[src/rtl/pin_irq_pkg.sv]
// Shared encodings for the per-pin interrupt unit.
// Assumes: active-level code and sleep-state code are two bits wide.
package pin_irq_pkg;
    typedef enum logic [1:0] {
        ACT_HIGH = 2'b00,
        ACT_LOW  = 2'b01,
        ACT_BOTH = 2'b10,
        ACT_NONE = 2'b11
    } act_lvl_e;

    typedef enum logic [1:0] {
        SLP_RUN   = 2'b00,
        SLP_LIGHT = 2'b01,
        SLP_DEEP  = 2'b10,
        SLP_OFF   = 2'b11
    } sleep_e;

    localparam int WAKE_BITS = 3;
endpackage

[src/rtl/pin_irq_detect.sv]
// Trigger detector for one pin: compares the level with the previous
// sample and applies the sense mode and active-level code.
// Assumes: lvl is already synchronised and filtered.
module pin_irq_detect
    import pin_irq_pkg::*;
(
    input  logic       clk,
    input  logic       rst_n,
    input  logic       lvl,
    input  logic       level_mode,
    input  logic [1:0] act_lvl,
    input  logic       arm,
    output logic       evt
);
    logic prev_q;
    logic hit;

    // Keep the previous level for edge comparison.
    always_ff @(posedge clk) begin
        if (!rst_n) prev_q <= 1'b0;
        else        prev_q <= lvl;
    end

    // Decide whether the current sample is a trigger.
    always_comb begin
        hit = 1'b0;
        if (level_mode) begin
            case (act_lvl)
                ACT_HIGH: hit = lvl;
                ACT_LOW:  hit = !lvl;
                default:  hit = 1'b0;
            endcase
        end else begin
            case (act_lvl)
                ACT_HIGH: hit = lvl && !prev_q;
                ACT_LOW:  hit = !lvl && prev_q;
                ACT_BOTH: hit = lvl != prev_q;
                default:  hit = 1'b0;
            endcase
        end
        evt = arm && hit;
    end

    AST_NO_EVT_LEVEL_BOTH: assert property (@(posedge clk) disable iff (!rst_n)
        (level_mode && act_lvl == ACT_BOTH) |-> !evt);
endmodule

[src/rtl/pin_irq_status.sv]
// Sticky interrupt and wake status for one pin, with write-one clears
// and the unmasked pending output.
// Assumes: clear strobes are single-cycle; clear has priority over set.
module pin_irq_status (
    input  logic clk,
    input  logic rst_n,
    input  logic evt,
    input  logic wake_sel,
    input  logic clr_int,
    input  logic clr_wake,
    input  logic unmask,
    output logic int_sts,
    output logic wake_sts,
    output logic pending
);
    // Interrupt status: set by events, cleared by write-one.
    always_ff @(posedge clk) begin
        if (!rst_n)       int_sts <= 1'b0;
        else if (clr_int) int_sts <= 1'b0;
        else if (evt)     int_sts <= 1'b1;
    end

    // Wake status: set by events in an enabled sleep state.
    always_ff @(posedge clk) begin
        if (!rst_n)              wake_sts <= 1'b0;
        else if (clr_wake)       wake_sts <= 1'b0;
        else if (evt && wake_sel) wake_sts <= 1'b1;
    end

    // Pending goes to the aggregator only when unmasked.
    assign pending = unmask && (int_sts || wake_sts);

    AST_CLR_WINS: assert property (@(posedge clk) disable iff (!rst_n)
        clr_int |=> !int_sts);
    AST_STICKY: assert property (@(posedge clk) disable iff (!rst_n)
        (int_sts && !clr_int) |=> int_sts);
    AST_WAKE_CLR: assert property (@(posedge clk) disable iff (!rst_n)
        clr_wake |=> !wake_sts);
endmodule

[src/rtl/pin_irq_hold.sv]
// Global hold-window timer: a debounce write with hold enabled loads
// the length; the window is open while the count is nonzero.
// Assumes: a write during an open window restarts it.
module pin_irq_hold #(
    parameter int LEN_W = 12
) (
    input  logic             clk,
    input  logic             rst_n,
    input  logic             start,
    input  logic [LEN_W-1:0] len,
    output logic             active
);
    logic [LEN_W-1:0] cnt_q;

    // Load on a start strobe, otherwise count down to zero.
    always_ff @(posedge clk) begin
        if (!rst_n)          cnt_q <= '0;
        else if (start)      cnt_q <= len;
        else if (cnt_q != 0) cnt_q <= cnt_q - 1'b1;
    end

    assign active = cnt_q != '0;

    AST_HOLD_LOAD: assert property (@(posedge clk) disable iff (!rst_n)
        (start && len != '0) |=> active);
    AST_HOLD_NO_START: assert property (@(posedge clk) disable iff (!rst_n)
        (!active && !start) |=> !active);
endmodule

[src/rtl/pin_irq_unit.sv]
// Per-pin interrupt trigger and status unit: one detector and one status
// cell per pin, plus a shared hold-window timer that stalls capture and
// zeroes the enable readback after debounce reconfiguration.
// Assumes: all inputs synchronous to clk; config held stable by software.
module pin_irq_unit
    import pin_irq_pkg::*;
#(
    parameter int NPINS = 4,
    parameter int LEN_W = 12
) (
    input  logic                       clk,
    input  logic                       rst_n,
    input  logic [NPINS-1:0]           pin_lvl,
    input  logic [NPINS-1:0]           cfg_level_mode,
    input  logic [2*NPINS-1:0]         cfg_act_lvl,
    input  logic [NPINS-1:0]           cfg_int_en,
    input  logic [NPINS-1:0]           cfg_unmask,
    input  logic [WAKE_BITS*NPINS-1:0] cfg_wake_en,
    input  logic [1:0]                 sleep_state,
    input  logic [NPINS-1:0]           clr_int_sts,
    input  logic [NPINS-1:0]           clr_wake_sts,
    input  logic [NPINS-1:0]           db_cfg_wr,
    input  logic                       hold_enable,
    input  logic [LEN_W-1:0]           hold_len,
    output logic [NPINS-1:0]           int_sts,
    output logic [NPINS-1:0]           wake_sts,
    output logic [NPINS-1:0]           pending,
    output logic [NPINS-1:0]           int_en_rb,
    output logic                       hold_active
);
    logic hold_start;

    // Any debounce write starts the window when hold is enabled.
    assign hold_start = hold_enable && (|db_cfg_wr);

    pin_irq_hold #(.LEN_W(LEN_W)) u_hold (
        .clk    (clk),
        .rst_n  (rst_n),
        .start  (hold_start),
        .len    (hold_len),
        .active (hold_active)
    );

    for (genvar i = 0; i < NPINS; i++) begin : g_pin
        logic                 evt;
        logic                 wake_sel;
        logic [WAKE_BITS-1:0] wbits;

        assign wbits = cfg_wake_en[i*WAKE_BITS +: WAKE_BITS];

        // Pick the wake enable that matches the current sleep depth.
        always_comb begin
            case (sleep_state)
                SLP_LIGHT: wake_sel = wbits[0];
                SLP_DEEP:  wake_sel = wbits[1];
                SLP_OFF:   wake_sel = wbits[2];
                default:   wake_sel = 1'b0;
            endcase
        end

        pin_irq_detect u_det (
            .clk        (clk),
            .rst_n      (rst_n),
            .lvl        (pin_lvl[i]),
            .level_mode (cfg_level_mode[i]),
            .act_lvl    (cfg_act_lvl[i*2 +: 2]),
            .arm        (cfg_int_en[i] && !hold_active),
            .evt        (evt)
        );

        pin_irq_status u_sts (
            .clk      (clk),
            .rst_n    (rst_n),
            .evt      (evt),
            .wake_sel (wake_sel),
            .clr_int  (clr_int_sts[i]),
            .clr_wake (clr_wake_sts[i]),
            .unmask   (cfg_unmask[i]),
            .int_sts  (int_sts[i]),
            .wake_sts (wake_sts[i]),
            .pending  (pending[i])
        );

        // Enable reads back as zero while the hold window is open.
        assign int_en_rb[i] = cfg_int_en[i] && !hold_active;

        AST_HOLD_FREEZE: assert property (@(posedge clk) disable iff (!rst_n)
            (hold_active && !clr_int_sts[i]) |=> int_sts[i] == $past(int_sts[i]));
        AST_DISABLED_NO_SET: assert property (@(posedge clk) disable iff (!rst_n)
            (!cfg_int_en[i] && !int_sts[i]) |=> !int_sts[i]);
    end
endmodule

[config.mk]
export PLATFORM = sky130hd
export DESIGN_NAME = pin_irq_unit
export DESIGN_NICKNAME = d
export VERILOG_FILES = /design/src/rtl/pin_irq_pkg.sv /design/src/rtl/pin_irq_detect.sv /design/src/rtl/pin_irq_status.sv /design/src/rtl/pin_irq_hold.sv /design/src/rtl/pin_irq_unit.sv
export SDC_FILE = /design/constraint.sdc
export NUM_CORES = 1
export LEC_CHECK = 0
export ABC_AREA = 1
export BUFFER_PORTS_ARGS = -buffer_cell sky130_fd_sc_hd__buf_2
export CAP_MARGIN = 20
export CORE_MARGIN = 3
export CORE_UTILIZATION = 48
export DETAILED_ROUTE_END_ITERATION = 7
export PLACE_DENSITY = 0.8
export SKIP_CTS_REPAIR_TIMING = 1
export SYNTH_ARGS = -nofsm -noshare
export SYNTH_HDL_FRONTEND = slang
export SYNTH_SLANG_ARGS = --single-unit
[constraint.sdc]
create_clock -name clk -period 1.8 [get_ports clk]
set_input_delay 0.18 -clock clk [delete_from_list [all_inputs] [get_ports clk]]
set_output_delay 0.18 -clock clk [all_outputs]
set_load 0.03 [all_outputs]
==> out/qor.yml <==
placed_design:
  io_buffers: 81
  pre_cts_slack_ps: 128
  gp_congestion: 0.841
  dpl.hpwl_mm: 3.83
  placed_cell_area_mm2: 0.00227
  placed_cells: 421
timing:
  rsz0062_at_grt: "true"
  setup_ws_ps: 34.1
  fin_crit_sh_pct: 98.1
  min_period_ps: 1770
  max_slew.worst_pin.slew_ps: 521
  skew_ps: 3.46
  relSlewSlack_pct: 65.2
  setup-tns-final_ps: 0
  finalMaxSlewViolations: 0
  setup_viol_count_final: 0
  hold_slack_ps: 131
  fmax_mhz: 566
  finalHoldViolCount: 0
worst_setup_path:
  cp-start-kind: "register"
  cp.buffers_inverters: 1
  cp_cell_sequence: "nor2_4 -> nand2_2 -> or3_4 -> nor2_2 -> buf_6"
  arrival_ps: 1590
  critPathTopFamily: "simple AND/OR/NAND/NOR gates"
  regToRegSetupSlack_ps: 200
  required_ps: 1620
  crit_path_max_fanout: 6
  worstRegToRegCells: 9
  path_class: "reg2out"
  worst_path_max_delay_cell: "or3_4"
  r2r_start: "u_hold.cnt_q[5]$_SDFFE_PN0P_"
  r2r-end: "u_hold.cnt_q[7]$_SDFFE_PN0P_"
  cp-end-kind: "output port"
  critPathMaxStageDelay_ps: 420
layout:
  ff_latch_area_um2: 484
  n_fill_cell: 376
  final_cells: 426
  multiInputGateArea_mm2: 0.00114
  stdcell_area_mm2: 0.00239
  antenna_cells: 0
  area_growth_pct: 22.5
  drive_gt1_share_pct: 32.5
  final_nets: 454
clock_network:
  cts_tree: "yes"
  clock-root-buffer: "clkbuf_8"
  cts.htree.levels: 1
  clkTransAtPathRegs_ps: 90
  numCtsBuffers: 3
  clock_latency_ps: 270
  cts.sinks: 24
  clk_path_buf_depth: 2
yosys:
  synth_fp_nets: 389
  synthTopCellsByArea: "dfxtp_1 25%, nand3_1 14%, nand2_1 11%"
  synth.avg_cell_area_um2: 6.22
  syn_area_mm2: 0.00195
  async_flop_share_pct: 0
  synth_edf_count: 0
  ys_types: 25
  synth_top_cell_area_share_pct: 24.6
  syn_inst: 314
  ys_seq_elements: 24
  yosys_warnings: 0
  yosysTopAreaCell: "dfxtp_1"
  synth.yosys.seq_area_share_pct: 24.6
  ys.flop_type: "dfxtp_1"
global_route:
  antenna_found_initial: 0
  grt_pass1_wl_mm: 7.88
  grt_max_degree: 20
  first_global_vias: 1959
  overflow: 0
  grt_usage_pct: 19.1
die:
  die-width_um: 69.8
  placementRows: 22
  pin_count: 82
  core_area_mm2: 0.00380
  die-area_mm2: 0.00487
  dieHeight_um: 69.8
  start_util_pct: 51.4
route:
  ant_nets: 0
  vias: 2124
  drtIter0Drc: 84
  drt-total-wl_mm: 4.78
  dr.pass1.iters: 4
  wl_per_cell_um: 11.2
  drc: 0
  viasPerCell: 4.99
outcome:
  status: "finished, final reports clean"
power_and_ir_drop:
  ir_worst_vdd_v: 0.000462
  power.density_mw_per_mm2: 612
  power.leakage_nw: 1.31
min_path:
  min_to: "g_pin[0].u_sts.int_sts$_SDFFE_PP0P_"
  hp-class: "in2reg"
  hp-start: "clr_int_sts[0]"
  hold_depth: 3
job:
  drv_cap: 0
[through the flow]
stage | util, % | total power (W)
2_1_floorplan | - | 0.000921
3_3_place_gp | 59.7 | 0.00105
3_5_place_dp | 59.7 | 0.00106
4_1_cts | 61.2 | 0.00144
5_1_grt | 63.0 | 0.00157
6_report | 63.0 | 0.00147
[how the worst max path moves through the flow]
stage                                      start           end  depth (start not counted)
floorplan           u_hold.cnt_q[0]$_SDFFE_PN0P_  int_en_rb[0]                          7
global placement    u_hold.cnt_q[0]$_SDFFE_PN0P_  int_en_rb[1]                          6
detailed placement  u_hold.cnt_q[0]$_SDFFE_PN0P_  int_en_rb[3]                          6
CTS                 u_hold.cnt_q[0]$_SDFFE_PN0P_  int_en_rb[3]                          6
global route        u_hold.cnt_q[3]$_SDFFE_PN0P_  int_en_rb[1]                          5
finish              u_hold.cnt_q[3]$_SDFFE_PN0P_  int_en_rb[3]                          5
[per-layer routing]
metal / routed length [µm] / track usage, %
met5: 0 / 0
met2: 2350 / 35.0
met1: 2030 / 22.1
met3: 335 / 4.78
met4: 74 / 4.26
[report_power, final]
part / switching [W] / internal [W] / total, W / leakage [nW]
combinational: 0.000281 / 0.000203 / 0.000484 / 1.08
clock: 0.000184 / 0.000196 / 0.000380 / 0.0288
sequential: 0.0000352 / 0.000567 / 0.000602 / 0.198
[cell usage in the layout, fill, tap and decap left out, drive strengths merged]
| cell | count |
|---|---|
| a21oi | 10 |
| a31oi | 2 |
| buf | 83 |
| clkbuf | 4 |
| dfxtp | 24 |
| ha | 10 |
| inv | 55 |
| nand2 | 62 |
| nand3 | 54 |
| nand4 | 2 |
| nor2 | 42 |
| nor3b | 2 |
| o211ai | 4 |
| o21a | 4 |
| o21ai | 7 |
| or2 | 11 |
| or3 | 1 |
| xor2 | 1 |
[synth_stat cells, types with 3 or more instances]
cell,number
a21oi_1,10
or2_2,10
o21ai_0,4
buf_4,16
o211ai_1,4
ha_1,10
o21a_1,4
o21ai_1,3
nor2_1,28
nand3_1,54
inv_1,55
nor2_2,12
clkbuf_1,3
nand2_1,58
nand2_2,4
buf_2,3
dfxtp_1,24
[registers in the layout, indices dropped and copies added, names as in the netlist]
signal	cells
g_pin.u_sts.int_sts	4
g_pin.u_det.prev_q	4
u_hold.cnt_q	12
g_pin.u_sts.wake_sts	4
[final cells by class]
class / count / area share, %
inverter: 55 / 8.73
multi-input combinational: 212 / 47.6
clock buffer: 4 / 2.30
sequential: 24 / 20.2
tap: 48 / 2.51
timing repair buffer: 83 / 18.6
[worst reg2reg max path, delay by kind of cell (launching register included)]
family | cells | cell delay [ps]
simple gates | 6 | 750
flops | 1 | 360
buf+inv | 2 | 190
compound gates | 1 | 180
[cells by family after synthesis]
group,count (synthesis),synth area share (%)
AO/OA/AOI/OAI,27,8.07
XOR/XNOR,1,0.448
AND/OR/NAND/NOR,174,41.9
buffers and inverters,78,18.6
flip-flops,24,24.6
adder cells (fa/ha/maj),10,6.40
Note: power is estimated with default switching activity, not from simulation.
